`config.mk`:
```
export PLATFORM = sky130hd
export DESIGN_NAME = smbus_host_ctrl
export DESIGN_NICKNAME = d
export VERILOG_FILES = /design/src/rtl/smbus_host_ctrl.sv
export SDC_FILE = /design/constraint.sdc
export NUM_CORES = 1
export LEC_CHECK = 0
export ABC_AREA = 1
export BUFFER_PORTS_ARGS = -buffer_cell sky130_fd_sc_hd__buf_4
export CORE_MARGIN = 1.5
export CORE_UTILIZATION = 35
export CTS_BUF_LIST = sky130_fd_sc_hd__clkbuf_8 sky130_fd_sc_hd__clkbuf_16
export DETAILED_ROUTE_END_ITERATION = 6
export MAX_ROUTING_LAYER = met4
export PLACE_DENSITY = 0.53
export RECOVER_POWER = 50
export SLEW_MARGIN = 20
export SYNTH_ARGS = -nofsm -noshare
export SYNTH_HDL_FRONTEND = slang
export SYNTH_SLANG_ARGS = --single-unit
export TNS_END_PERCENT = 5
```
`constraint.sdc`:
```
create_clock -name clk -period 4.3 [get_ports clk]
set_input_delay 0.215 -clock clk [delete_from_list [all_inputs] [get_ports clk]]
set_output_delay 0.215 -clock clk [all_outputs]
set_load 0.01 [all_outputs]
```
`src/rtl/smbus_host_ctrl.sv`:
```
`timescale 1ns/1ps
module smbus_host_ctrl #(
  parameter int TMO_CYCLES = 1000,
  parameter int WIN_BYTES  = 8,
  parameter int MAX_BLOCK  = 32
) (
  input  logic       clk,
  input  logic       rst_n,
  input  logic       reg_we,
  input  logic [3:0] reg_addr,
  input  logic [7:0] reg_wdata,
  output logic [7:0] reg_rdata,
  output logic       fast_clk,
  output logic       eng_req,
  output logic [1:0] eng_op,
  output logic [7:0] eng_txd,
  output logic       eng_ack_out,
  output logic       eng_abort,
  input  logic       eng_done,
  input  logic [7:0] eng_rxd,
  input  logic       eng_ack_in,
  input  logic       eng_lost
);
  localparam int TW = $clog2(TMO_CYCLES + 1);
  localparam int WI = $clog2(WIN_BYTES);
  localparam int CW = $clog2(MAX_BLOCK + 1);

  typedef enum logic [3:0] {IDLE, START, ADDR, CMD, CNT_W, WR, RSTART, ADDR_R, CNT_R, RD, HOLD, STOP} st_t;

  st_t st;
  logic [2:0] proto;
  logic [7:0] a_reg, c_reg;
  logic [CW-1:0] cnt_reg, bcnt, len;
  logic [7:0] win [WIN_BYTES];
  logic to_en, clk_sel, bus_busy, host_busy;
  logic s_bd, s_done, s_col, s_err;
  logic [TW-1:0] tmo;

  wire hc_we = reg_we && reg_addr == 4'h3;
  wire kill = hc_we && reg_wdata[5];
  wire go = hc_we && reg_wdata[4] && !reg_wdata[5] && reg_wdata[2:0] <= 3'd5 && st == IDLE;
  wire rd_dir = a_reg[0];
  wire [CW-1:0] blen = (cnt_reg > CW'(MAX_BLOCK)) ? CW'(MAX_BLOCK) : cnt_reg;
  wire [CW-1:0] rx_len = (eng_rxd > 8'(MAX_BLOCK)) ? CW'(MAX_BLOCK) : CW'(eng_rxd);
  wire last = (bcnt + 1'b1) == len;
  wire chunk_end = &bcnt[WI-1:0];
  wire fin = eng_req && eng_done;
  wire nack = fin && eng_op == 2'd2 && !eng_ack_in;
  wire tmo_hit = to_en && eng_req && !eng_done && tmo == TW'(TMO_CYCLES - 1);

  assign host_busy = st != IDLE;
  assign fast_clk = clk_sel;
  assign eng_req = !(st inside {IDLE, HOLD});
  assign eng_ack_out = (st == CNT_R) || !last;

  always_comb
    case (proto)
      3'd1, 3'd2: len = CW'(1);
      3'd3, 3'd4: len = CW'(2);
      default:    len = blen;
    endcase

  always_comb
    case (st)
      START, RSTART: eng_op = 2'd0;
      STOP:          eng_op = 2'd1;
      CNT_R, RD:     eng_op = 2'd3;
      default:       eng_op = 2'd2;
    endcase

  always_comb
    case (st)
      ADDR:    eng_txd = (proto <= 3'd1) ? a_reg : {a_reg[7:1], 1'b0};
      ADDR_R:  eng_txd = {a_reg[7:1], 1'b1};
      CMD:     eng_txd = c_reg;
      CNT_W:   eng_txd = 8'(blen);
      WR:      eng_txd = win[bcnt[WI-1:0]];
      default: eng_txd = 8'h00;
    endcase

  always_comb
    if (reg_addr[3]) reg_rdata = win[reg_addr[WI-1:0]];
    else
      case (reg_addr[2:0])
        3'd0:    reg_rdata = {3'b0, s_bd, s_done, s_col, s_err, 1'b0};
        3'd2:    reg_rdata = {1'b0, to_en, clk_sel, 3'b0, bus_busy, host_busy};
        3'd3:    reg_rdata = {5'b0, proto};
        3'd4:    reg_rdata = a_reg;
        3'd5:    reg_rdata = c_reg;
        3'd7:    reg_rdata = 8'(cnt_reg);
        default: reg_rdata = 8'h00;
      endcase

  always_ff @(posedge clk) begin
    if (!rst_n) begin
      st <= IDLE; proto <= '0; a_reg <= '0; c_reg <= '0; cnt_reg <= '0; bcnt <= '0;
      to_en <= 1'b0; clk_sel <= 1'b0; bus_busy <= 1'b0; eng_abort <= 1'b0;
      s_bd <= 1'b0; s_done <= 1'b0; s_col <= 1'b0; s_err <= 1'b0; tmo <= '0;
      for (int i = 0; i < WIN_BYTES; i++) win[i] <= '0;
    end else begin
      eng_abort <= 1'b0;
      tmo <= (to_en && eng_req && !eng_done) ? tmo + 1'b1 : '0;
      if (reg_we) begin
        if (reg_addr[3]) win[reg_addr[WI-1:0]] <= reg_wdata;
        else
          case (reg_addr[2:0])
            3'd0: begin
              if (reg_wdata[4]) s_bd <= 1'b0;
              if (reg_wdata[3]) s_done <= 1'b0;
              if (reg_wdata[2]) s_col <= 1'b0;
              if (reg_wdata[1]) s_err <= 1'b0;
            end
            3'd2: begin to_en <= reg_wdata[6]; clk_sel <= reg_wdata[5]; end
            3'd4: a_reg <= reg_wdata;
            3'd5: c_reg <= reg_wdata;
            3'd7: cnt_reg <= CW'(reg_wdata);
            default: ;
          endcase
      end

      if (go) begin
        st <= START; proto <= reg_wdata[2:0]; bcnt <= '0;
      end else if (kill || tmo_hit) begin
        st <= IDLE; bus_busy <= 1'b0; eng_abort <= 1'b1; tmo <= '0;
        if (tmo_hit) s_err <= 1'b1;
      end else if (fin && eng_lost) begin
        st <= IDLE; bus_busy <= 1'b0; s_col <= 1'b1;
      end else if (nack) begin
        st <= STOP; s_err <= 1'b1;
      end else if (fin) begin
        case (st)
          START:  begin st <= ADDR; bus_busy <= 1'b1; end
          ADDR:   st <= (proto == 3'd0) ? STOP : (proto == 3'd1 && rd_dir) ? RD : CMD;
          CMD:
            case (proto)
              3'd1:       st <= STOP;
              3'd2, 3'd3: st <= rd_dir ? RSTART : WR;
              3'd4:       st <= WR;
              default:    st <= rd_dir ? RSTART : CNT_W;
            endcase
          CNT_W:  st <= (blen == '0) ? STOP : WR;
          WR: begin
            bcnt <= bcnt + 1'b1;
            if (last) begin
              if (proto == 3'd4) begin st <= RSTART; bcnt <= '0; end
              else st <= STOP;
            end else if (proto == 3'd5 && chunk_end) begin
              st <= HOLD; s_bd <= 1'b1;
            end
          end
          RSTART: st <= ADDR_R;
          ADDR_R: st <= (proto == 3'd5) ? CNT_R : RD;
          CNT_R: begin
            cnt_reg <= rx_len;
            st <= (rx_len == '0) ? STOP : RD;
          end
          RD: begin
            win[bcnt[WI-1:0]] <= eng_rxd;
            bcnt <= bcnt + 1'b1;
            if (proto == 3'd5 && (last || chunk_end)) begin
              st <= HOLD; s_bd <= 1'b1;
            end else if (last) st <= STOP;
          end
          STOP: begin st <= IDLE; bus_busy <= 1'b0; s_done <= 1'b1; end
          default: ;
        endcase
      end else if (st == HOLD && !s_bd) begin
        st <= (bcnt == len) ? STOP : (rd_dir ? RD : WR);
      end
    end
  end
endmodule

```
# Yosys cells after proc, flatten, opt, wreduce, memory -nomap -nowiden
# Memory sizes are Yosys's and may differ from the RTL's. A register that Yosys moved wholly into a read port is not among the register bits.
# Cells that the tools add are included.
[op_classes]
div_mod_pow = 0
n_bitwise = 6
multipliers = 0
order_cmp = 4
n_shift = 0
addsub = 2
n_mux = 111
n_eq_ne = 36
n_reduce_logical = 58
[op_table]
columns = ["operator", "n"]
rows = [
  ["two-way mux 6 bit", 13],
  ["two-way mux 1 bit", 63],
  ["two-way mux 4 bit", 13],
  ["one-hot mux 8 bit (6 select lines)", 1],
  ["one-hot mux 4 bit (10 select lines)", 1],
  ["one-hot mux 8 bit (5 select lines)", 1],
  ["two-way mux 10 bit", 3],
  ["two-way mux 8 bit", 3],
  ["one-hot mux 6 bit (2 select lines)", 2],
  ["logical AND 1 bit", 17],
  ["equality test 4 x 3 -> 1 bit, second input constant", 4],
  ["equality test 4 bit, second input constant", 4],
  ["inequality test 8 bit, second input constant", 2],
  ["AND reduction 4 bit", 4],
  ["OR reduction 8 bit", 2],
  ["equality test 3 bit, second input constant", 5],
  ["inequality test 15 x 2 -> 1 bit, second input constant", 1],
  ["equality test 3 x 2 -> 1 bit, second input constant", 4],
  ["equality test 4 x 2 -> 1 bit, second input constant", 3],
  ["equality test 6 bit", 2],
  ["logical NOT 6 bit", 2],
  ["two-way mux 3 bit", 4],
  ["inequality test 12 x 1 -> 1 bit, second input constant", 1],
  ["one-hot mux 4 bit (3 select lines)", 1],
  ["31 further kinds", 61],
]
[totals]
word_cells = 235
mem_count = 1
input_bits = 26
latchBits = 0
ramBits = 64
register_bits = 53
mem_bits_ro = 0
[memory_table]
columns = ["name", "depth", "word_bits", "read_ports", "rd_clocked_by_memory_dff", "write_ports", "line_no", "source"]
rows = [
  ["win", 8, 8, 2, 1, 8, "34", "logic [7:0] win [WIN_BYTES];"],
]

# Logic depth before layout (Yosys ltp)
# Gate-level depths: netlist of the first run.
[logic_depth]
ltp_word = 14
mapped_depth = 18
ltp_nobuf = 18

# Worst setup path after synthesis of the first run
# OpenSTA, ideal clock, no wires.
[synth_path]
path_kind = "reg2reg"
from = "reg st[2]"
to = "mem win[7][0], enable pin"
t_required_ns = 3.962
arrival_time_ns = 2.068
path_stages_with_launch = 15
setup_time_ns = 0.338
synth_period_minus_slack_ns = 2.406
n_path_buf = 1
slack_ns = 1.894
cell_sequence = "dfxtp_1 > nor2_1 > nand2_2 > nand2_1 > inv_2 > nand2_4 > inv_2 > nand2_2 > nand2_2 > inv_2 > nand2_2 > nor3_4 > nand3_2 > buf_2 > nand3b_1"
[synth_rtl]
columns = ["element", "line_no", "source"]
rows = [
  ["start: declaration", "30", "st_t st;"],
  ["start signal: assignment", "133", "ADDR: st <= (proto == 3'd0) ? STOP : (proto == 3'd1 && rd_dir) ? RD : CMD;"],
  ["start signal: assignment", "137", "3'd2, 3'd3: st <= rd_dir ? RSTART : WR;"],
  ["start signal: assignment", "139", "default: st <= rd_dir ? RSTART : CNT_W;"],
  ["end: declaration", "34", ""],
]

==> summary.md, run 1 <==
| Metric | Value |
|---|---|
| Result of the run | `finished with violations` |
| Failing checks | `max-capacitance violations, max-slew violations` |
| Total congestion overflow | `0` |
| Clock skew | `11.7 ps` |
| Final worst path period share | `0.827` |
| Num CTS Buffers | `17` |
| Leakage power total | `3.32 nW` |
| Proportion of register bits with asynchronous set or reset after synthesis | `0` |
| Count of final hold-check violations | `0` |
| Summed instance area of the synthesized netlist | `7490 µm²` |
| Total length of routed wires | `29800 µm` |
| Clk Tree Root Cell | `clkbuf_16` |
| Count of flip-flops with a built-in enable after synthesis | `64` |
| Max FFs per register | `64` |
| Comb power frac | `0.202` |
| CTS tree | `done` |
| Number of nets in the synthesized netlist | `1091` |
| Worst path top cell family by delay | `simple AND/OR/NAND/NOR gates` |
| Most common flop cell mapped by yosys | `edfxtp_1` |
| WP data arrival | `3670 ps` |
| Clk network pwr share | `0.420` |
| Layout overhead on the synthesized area | `15.0%` |
| Synthesis warning total | `0` |
| Number of detailed-route iterations in the first pass | `5` |
| CP Launch Type | `register` |
| Core region area | `21000 µm²` |
| Die extent in x | `149 µm` |
| Die area | `22300 µm²` |
| Detailed-route wire length per cell | `21.5 µm` |
| Commonest non-fill, non-tap cells in the layout | `238 x nand2_1, 116 x nor2_1, 114 x inv_1` |
| Power share of the sequential group | `0.377` |
| Average size of a mapped cell | `7.05 µm²` |
| Port bufs | `47` |
| Initial antenna violation count | `1` |
| Wire length of the first global-routing pass | `44200 µm` |
| Max-capacitance violation count | `1` |
| Instance area at placement | `8100 µm²` |
| Library cell contributing the largest single delay on the critical path | `nor4_1` |
| Top cells by area in the synthesized netlist | `edfxtp_1 26%, dfxtp_1 15%, nand2_1 12%` |
| Buffer and inverter count on the worst path | `1` |
| Post CTS Setup Buffer Count | `0` |
| Register bank with the most flops | `win` |
| Iteration-0 DRC Markers | `1084` |
| Number of filler instances in the final layout | `2169` |
| Peak supply drop | `0.000268 V` |
| Switching pwr | `0.00114 W` |
| Switching Share | `0.323` |
| Number of hold buffers added after cts | `0` |
| Slew HR | `-0.0353` |
| Proportion of layout cells with a drive suffix above 1 | `0.0863` |
| Final-stage net count | `1128` |
| Period minus WS final | `3560 ps` |
| Total power density per cell area | `410 nW/µm²` |
| DRC viols | `0` |
| Largest net degree at the start of global routing | `39` |
| Half-perimeter wire length of the detailed placement result | `22200 µm` |
| Die outline height | `149 µm` |
| Clock Path Buffers | `2` |
| Element type at the critical path end | `register` |
| Routability-driven placement congestion ratio | `0.995` |
| Registers with the highest flip-flop counts | `win: 64 flops, tmo: 10 flops` |
| Largest driver fanout on the critical path | `9` |
| H-tree Lvls | `4` |
| Clock-pin transition on the worst setup and hold timing paths | `60 ps` |
| Number of ports placed on the die boundary | `48` |
| Number of flip-flops and latches in the synthesized netlist | `120` |
| Gate Count Post-Synth | `1062` |
| Worst hold path type | `primary input to register` |
| Max Slew Vio Count | `10` |
| Final total negative setup slack | `0 ps` |
| All-layer global routing usage | `0.282` |
| Achievable frequency | `281 MHz` |
| Final design area excluding fillers | `8610 µm²` |
| Vias in the first global route | `7094` |
| Setup repair after global routing missed its margin | `no` |
| Critical Setup Path Class | `register to register` |
| List of cells traversed by the critical path | `nor2_1, nand2_1, nor4_1, nor2_1, nand2_1, inv_1, nand3_2, nor2_1, nand2_1, nand2_1` |
| Commonest non-fill, non-tap cell in the layout | `nand2_1` |
| Rows | `53` |
| Most area-hungry cell type in the Yosys netlist | `edfxtp_1` |
| Number of setup violations in the final report | `0` |
| Actual slew at the worst max-slew pin | `1540 ps` |
| Total of cells resized after clock tree synthesis | `0` |
| Synth unique cells | `46` |
| Final ANT Viol Nets | `0` |
| Cell repeated most along the worst path | `nand2_1` |
| Internal power component | `0.00239 W` |
| Crit path largest cell delay | `1290 ps` |
| Part of the Yosys area used for sequential elements | `0.406` |
| Via count normalized by instance count | `5.70` |
| Yosys top cell area share | `0.257` |
| Data required time at the worst endpoint | `4420 ps` |
| Count of vias placed by the detailed router | `7910` |
| Clock net sink count | `120` |
| Source-to-sink clock delay at the later pin of the worst-skew pair | `430 ps` |
| Starting utilization of the core area | `0.356` |
-- per-layer routing --
layer  GRT usage  wire, µm  vias to the layer above
met1       0.406     13400                     3676
met3      0.0667      3440                       48
met4      0.0950       724                        0
li1            -         -                     3710
met5           -         0                        -
met2       0.383     12200                      476
-- Yosys cell counts, types with 10 or more instances --
cell / n
a21oi_1: 59
clkbuf_1: 27
dfxtp_1: 56
edfxtp_1: 64
inv_1: 110
inv_2: 13
nand2_1: 234
nand3_1: 110
nand4_1: 19
nor2_1: 113
nor3_1: 15
o21ai_0: 97
o21ai_1: 31
o22ai_1: 10
-- worst paths after layout --
| kind | slack, ps | depth (start not counted) | startpoint | endpoint |
|---|---|---|---|---|
| worst min-delay path | 100 | 3 | eng_rxd[7] | win[5][7]$_DFFE_PP_ |
| worst max register to register | 740 | 10 | st[2]$_SDFFE_PP0P_ | win[4][1]$_DFFE_PP_ |
| worst min register to register | 450 | 1 | tmo[0]$_SDFF_PN0_ | tmo[0]$_SDFF_PN0_ |
| worst max-delay path | 740 | 10 | st[2]$_SDFFE_PP0P_ | win[4][1]$_DFFE_PP_ |
-- through the flow --
step / hold WS [ps] / instances / setup WS [ps] / utilization / power, W
2_1_floorplan: 383 / 1062 / 1890 / - / 0.00179
3_5_place_dp: 443 / 1355 / 1290 / 0.385 / 0.00207
5_1_grt: 106 / 1388 / 477 / 0.410 / 0.00365
3_3_place_gp: 434 / 1355 / 1310 / 0.385 / 0.00209
6_report: 103 / 1388 / 744 / 0.410 / 0.00353
4_1_cts: 90.8 / 1387 / 1120 / 0.414 / 0.00354
-- worst reg2reg max path, stage by stage, from the launching register on --
cell and delay, ps:
dfxtp_1 340, nor2_1 220, nand2_1 170, nor4_1 1290
nor2_1 120, nand2_1 220, inv_1 110, nand3_2 140
nor2_1 110, nand2_1 250, nand2_1 270
-- power by group through the flow --
stage	Sequential (W)	Clock, W	Combinational, W
after floorplan	0.00132	0	0.000469
after global placement	0.00135	0	0.000731
after detailed placement	0.00135	0	0.000719
after CTS	0.00133	0.00149	0.000721
after global routing	0.00134	0.00153	0.000784
final	0.00133	0.00148	0.000714
-- layout make-up --
class	count	area, µm²	area share
Multi-Input combinational cell	778	3780	0.439
Clock inverter	15	176	0.0205
Inverter	125	469	0.0545
Sequential cell	120	3040	0.353
Antenna cell	1	2.50	0.000291
Tap cell	275	344	0.0399
Timing Repair Buffer	57	372	0.0431
Clock buffer	17	425	0.0494
-- kinds of logic (layout without fill, tap and decap cells) --
| family | after synthesis | in the layout | share of synthesized area |
|---|---|---|---|
| AOI/OAI and AO/OA | 247 | 247 | 0.189 |
| xor gates and xnor gates | 10 | 10 | 0.0117 |
| adders and majority gates | 3 | 3 | 0.00501 |
| buffers and inverters | 164 | 214 | 0.0842 |
| DFF | 120 | 120 | 0.406 |
| other | 0 | 1 | 0 |
| and+or+nand+nor | 518 | 518 | 0.304 |
No activity file was read; power rests on OpenSTA's default activity.
==> inputs of run 2 (changes only) <==
clock period = 3.36 ns   (was 4.3 ns; I/O delays follow)
==> summary.md, run 2 (same netlist as run 1, synthesis figures left out) <==
| Metric | Value |
|---|---|
| Commonest non-fill, non-tap cells in the layout | `236 x nand2_1, 115 x nor2_1, 112 x nand3_1` |
| Number of detailed-route iterations in the first pass | `5` |
| Register bank with the most flops | `win` |
| Clk Tree Root Cell | `clkbuf_16` |
| Data required time at the worst endpoint | `3450 ps` |
| Initial antenna violation count | `0` |
| Top Usage Layer GRT | `met1` |
| Clock Path Buffers | `2` |
| Proportion of layout cells with a drive suffix above 1 | `0.0875` |
| Instance area at placement | `8160 µm²` |
| Starting utilization of the core area | `0.356` |
| Met1 global-route usage | `0.412` |
| Die outline height | `149 µm` |
| Number of filler instances in the final layout | `2247` |
| Period minus WS final | `3030 ps` |
| Rows | `53` |
| Actual slew at the worst max-slew pin | `882 ps` |
| Worst hold path type | `primary input to register` |
| Final ANT Viol Nets | `0` |
| GR met2 Demand/Resource | `0.395` |
| Worst Setup Slack post-DPL | `460 ps` |
| Num CTS Buffers | `17` |
| Worst setup slack after layout | `333 ps` |
| Final antenna diode count | `0` |
| Final worst path period share | `0.901` |
| Iteration-0 DRC Markers | `1046` |
| Depth of the most critical reg-to-reg path | `14` |
| Half-perimeter wire length of the detailed placement result | `22400 µm` |
| Max FFs per register | `64` |
| Count of final hold-check violations | `0` |
| Post CTS Setup Buffer Count | `0` |
| Result of the run | `finished clean` |
| Core region area | `21000 µm²` |
| Overall Power | `0.00433 W` |
| Total power density per cell area | `504 nW/µm²` |
| Final design area excluding fillers | `8580 µm²` |
| Largest net degree at the start of global routing | `38` |
| Setup repair after global routing missed its margin | `no` |
| CP Launch Type | `register` |
| Final-stage net count | `1136` |
| Largest driver fanout on the critical path | `8` |
| Number of hold buffers added after cts | `0` |
| Total length of routed wires | `29900 µm` |
| DRC viols | `0` |
| Critical Setup Path Class | `register to register` |
| Element type at the critical path end | `register` |
| Number of ports placed on the die boundary | `48` |
| Clock net sink count | `120` |
| Leakage power total | `3.31 nW` |
| Clock-pin transition on the worst setup and hold timing paths | `60 ps` |
| Detailed-route wire length per cell | `21.5 µm` |
| Achievable frequency | `330 MHz` |
| Max-capacitance violation count | `0` |
| Count of vias placed by the detailed router | `7908` |
| Source-to-sink clock delay at the later pin of the worst-skew pair | `440 ps` |
| Worst hold path depth | `3` |
| Registers with the highest flip-flop counts | `win: 64 flops, tmo: 10 flops` |
| Die area | `22300 µm²` |
| Port bufs | `47` |
| Number of setup violations in the final report | `0` |
| Commonest non-fill, non-tap cell in the layout | `nand2_1` |
| WP data arrival | `3110 ps` |
| Clock skew | `18.2 ps` |
| Total of cells resized after clock tree synthesis | `0` |
| Die extent in x | `149 µm` |
| Peak supply drop | `0.000321 V` |
| H-tree Lvls | `4` |
| Vias in the first global route | `7190` |
| Via count normalized by instance count | `5.67` |
| All-layer global routing usage | `0.285` |
| CTS tree | `done` |
| Total congestion overflow | `0` |
| Slew HR | `0.407` |
| Global-route track usage on met3 | `0.0505` |
| Wire length of the first global-routing pass | `45100 µm` |
| Max Slew Vio Count | `0` |
| Layout overhead on the synthesized area | `14.6%` |
| Routability-driven placement congestion ratio | `0.990` |
| Final total negative setup slack | `0 ps` |
## run 2: changes by cell type in the layout (fill, tap and decap cells not counted), sizes merged
cell	previous run	this run
clkinvlp	5	4
diode	1	0
clkbuf	32	39
clkinv	6	9
buf	42	43
bufinv	3	1
## run 2: path summary, 6_finish.rpt
path,from,end,slack (ps)
max,st[1]$_SDFFE_PP0P_,win[3][1]$_DFFE_PP_,330
min,eng_rxd[6],win[5][6]$_DFFE_PP_,60
min reg2reg,tmo[0]$_SDFF_PN0_,tmo[0]$_SDFF_PN0_,450
max reg2reg,st[1]$_SDFFE_PP0P_,win[3][1]$_DFFE_PP_,330
## run 2: area by class of cell
cell class                 instances  area, µm²  area share
multi-input combinational        778       3780       0.441
sequential                       120       3040       0.355
inverter                         125        469      0.0547
clock buffer                      17        425      0.0496
timing repair buffer              65        405      0.0473
tap                              275        344      0.0401
clock inverter                    15        111      0.0130
## run 2: critical path, cell delays in order (launching register included)
cell     delay (ps)
dfxtp_1         430
inv_2            50
nor2_1          160
nand2_1         130
nand2_1         120
nor3_1           90
nand3_1         130
nand2_1         110
inv_2            90
nand2_2          80
inv_2            80
nand2_2          90
nor3_4          400
nand3_1         360
nand2_1         380
## run 2: routing by layer
layer,vias up,share of wire
met1,3718,0.47
met5,-,0
met2,402,0.42
met4,0,0.028
met3,57,0.087
li1,3731,-
## run 2: where the power goes
part,switching (W),internal [W]
sequential,0.0000704,0.00163
combinational,0.000653,0.000268
clock,0.000709,0.00100
## run 2: per-stage QoR
stage	cells	util	hold WS [ps]
after floorplan	1062	-	336
after global placement	1363	0.388	435
after detailed placement	1363	0.388	444
after CTS	1395	0.414	49.4
after global routing	1395	0.408	60.5
final	1395	0.408	55.5
==> inputs of run 3 (changes only) <==
CORE_UTILIZATION = 30   (was 35)
PLACE_DENSITY = 0.47   (was 0.53)
REMOVE_ABC_BUFFERS = 1   (was unset)
==> summary.md, run 3 (same netlist as run 1, synthesis figures left out) <==
| Metric | Value |
|---|---|
| Result of the run | `finished with violations` |
| Failing checks | `design-rule violations` |
| Half-perimeter wire length of the detailed placement result | `23000 µm` |
| Number of setup violations in the final report | `0` |
| Period minus WS final | `2990 ps` |
| Worst reg-to-reg setup slack | `370 ps` |
| Largest driver fanout on the critical path | `16` |
| Starting utilization of the core area | `0.307` |
| Worst path top cell family by delay | `simple AND/OR/NAND/NOR gates` |
| Final antenna diode count | `0` |
| Source-to-sink clock delay at the later pin of the worst-skew pair | `430 ps` |
| Stages on the worst setup path | `16` |
| Leakage power total | `3.35 nW` |
| Register bank with the most flops | `win` |
| Setup repair after global routing missed its margin | `no` |
| Number of ports placed on the die boundary | `48` |
| Detailed-route wire length per cell | `21.2 µm` |
| CTS tree | `done` |
| Largest net degree at the start of global routing | `38` |
| Die extent in x | `161 µm` |
| Num CTS Buffers | `17` |
| Data required time at the worst endpoint | `3500 ps` |
| Critical Setup Path Class | `register to register` |
| Worst Setup Slack post-DPL | `558 ps` |
| Final-stage net count | `1140` |
| Die outline height | `161 µm` |
| List of cells traversed by the critical path | `inv_1, nor2_1, nand2_1, nand2_1, nor3_1, nand3_1, nand2_1, inv_1, nand2_2, inv_2, nand2_2, nor3_4, nand3_1, clkbuf_2, nand3_1, o21ai_0` |
| Number of detailed-route iterations in the first pass | `7` |
| Switching Share | `0.319` |
| Count of vias placed by the detailed router | `7831` |
| Total length of routed wires | `30700 µm` |
| Clock Path Buffers | `2` |
| Peak supply drop | `0.000227 V` |
| Commonest non-fill, non-tap cells in the layout | `235 x nand2_1, 115 x nor2_1, 114 x inv_1` |
| Capture instance of the worst register-to-register path | `win[3][5]$_DFFE_PP_` |
| Min-delay src | `eng_rxd[6]` |
| Achievable frequency | `335 MHz` |
| Worst hold path type | `primary input to register` |
| Rows | `57` |
| Total of cells resized after clock tree synthesis | `0` |
| Buffer and inverter count on the worst path | `4` |
| Number of filler instances in the final layout | `2652` |
| Port bufs | `47` |
| Area of all sequential standard cells | `3040 µm²` |
| Die area | `25900 µm²` |
| CP Launch Type | `register` |
| Hold-critical path endpoint | `win[5][6]$_DFFE_PP_` |
| Wire length of the first global-routing pass | `45500 µm` |
| Switching pwr | `0.00144 W` |
| Iteration-0 DRC Markers | `1062` |
| Proportion of layout cells with a drive suffix above 1 | `0.0907` |
| Comb power frac | `0.207` |
| Max-capacitance violation count | `0` |
| Layout overhead on the synthesized area | `16.5%` |
| Total power density per cell area | `517 nW/µm²` |
| Initial antenna violation count | `0` |
| Via count normalized by instance count | `5.41` |
| Clk network pwr share | `0.418` |
| Post CTS Setup Buffer Count | `0` |
| Internal power component | `0.00307 W` |
| Worst setup slack after layout | `373 ps` |
| Clock-pin transition on the worst setup and hold timing paths | `60 ps` |
| Clock skew | `9.58 ps` |
| Registers with the highest flip-flop counts | `win: 64 flops, tmo: 10 flops` |
| All-layer global routing usage | `0.246` |
| Library cell contributing the largest single delay on the critical path | `dfxtp_1` |
| Final total negative setup slack | `0 ps` |
| Final worst path period share | `0.889` |
| Clk Tree Root Cell | `clkbuf_16` |
| DRC viols | `9` |
| Worst hold path depth | `3` |
| Depth of the most critical reg-to-reg path | `16` |
| Core region area | `24400 µm²` |
| H-tree Lvls | `4` |
| Count of final hold-check violations | `0` |
| Commonest non-fill, non-tap cell in the layout | `nand2_1` |
| Crit path largest cell delay | `420 ps` |
| Power share of the sequential group | `0.375` |
| Routability-driven placement congestion ratio | `0.938` |
| Multi-input gate area in the final layout | `3780 µm²` |
| R2R Path Start | `st[1]$_SDFFE_PP0P_` |
| Vias in the first global route | `7126` |
| Actual slew at the worst max-slew pin | `985 ps` |
| Clock net sink count | `120` |
| Number of hold buffers added after cts | `0` |
| Slew HR | `0.338` |
| Max FFs per register | `64` |
| Max Slew Vio Count | `0` |
| WP data arrival | `3130 ps` |
| Element type at the critical path end | `register` |
| Final ANT Viol Nets | `0` |
| Total congestion overflow | `0` |
-- run 3: cell count changes in the layout (fill, tap and decap cells not counted), sizes merged --
cell    previous run  this run
clkinv             9         7
bufinv             1         3
inv              126       125
buf               43        44
clkbuf            39        43
-- run 3: area by class of cell --
| cell class | instances | share of cell area |
|---|---|---|
| multi-input cells | 778 | 0.433 |
| flip-flops and latches | 120 | 0.349 |
| inverters | 125 | 0.0538 |
| clock buffers | 18 | 0.0503 |
| repair buffers | 69 | 0.0488 |
| well taps | 324 | 0.0465 |
| clock inverters | 14 | 0.0184 |
-- run 3: per-layer routing --
metal	part of all wire	vias to the layer above	track usage
met5	0	-	-
met4	0.025	0	0.0741
met3	0.096	52	0.0519
met2	0.41	417	0.336
met1	0.47	3635	0.359
li1	-	3727	-
-- run 3: worst register-to-register path: cells and delay by family (launching register included) --
kind            cells  cell delay [ps]
simple gates       11             1590
buf+inv             4              590
flops               1              420
compound gates      1              110
-- run 3: stage by stage --
| step | utilization | instances | total power [W] | instance area, µm² | hold slack (ps) |
|---|---|---|---|---|---|
| 6_report | 0.358 | 1448 | 0.00451 | 8720 | 64.0 |
| 5_1_grt | 0.358 | 1448 | 0.00467 | 8720 | 74.5 |
| 3_3_place_gp | 0.338 | 1416 | 0.00268 | 8250 | 435 |
| 4_1_cts | 0.363 | 1448 | 0.00454 | 8850 | 48.4 |
| 2_1_floorplan | - | 1023 | 0.00227 | 7330 | 288 |
| 3_5_place_dp | 0.338 | 1416 | 0.00266 | 8250 | 441 |
-- run 3: worst max-delay path by stage --
stage                       startpoint                  end  slack, ps
finish              st[1]$_SDFFE_PP0P_  win[3][5]$_DFFE_PP_        370
floorplan           st[2]$_SDFFE_PP0P_  win[7][0]$_DFFE_PP_        980
CTS                 st[1]$_SDFFE_PP0P_  win[2][7]$_DFFE_PP_        540
global placement    st[2]$_SDFFE_PP0P_  win[7][7]$_DFFE_PP_        680
global route        st[1]$_SDFFE_PP0P_  win[1][3]$_DFFE_PP_        160
detailed placement  st[1]$_SDFFE_PP0P_  win[2][5]$_DFFE_PP_        560
-- run 3: power by group through the flow --
stage	combinational, W	sequential, W	clock (W)
5_1_grt	0.00102	0.00170	0.00195
6_report	0.000932	0.00169	0.00189
4_1_cts	0.000946	0.00169	0.00191
2_1_floorplan	0.000570	0.00170	0
3_5_place_dp	0.000942	0.00172	0
3_3_place_gp	0.000955	0.00172	0
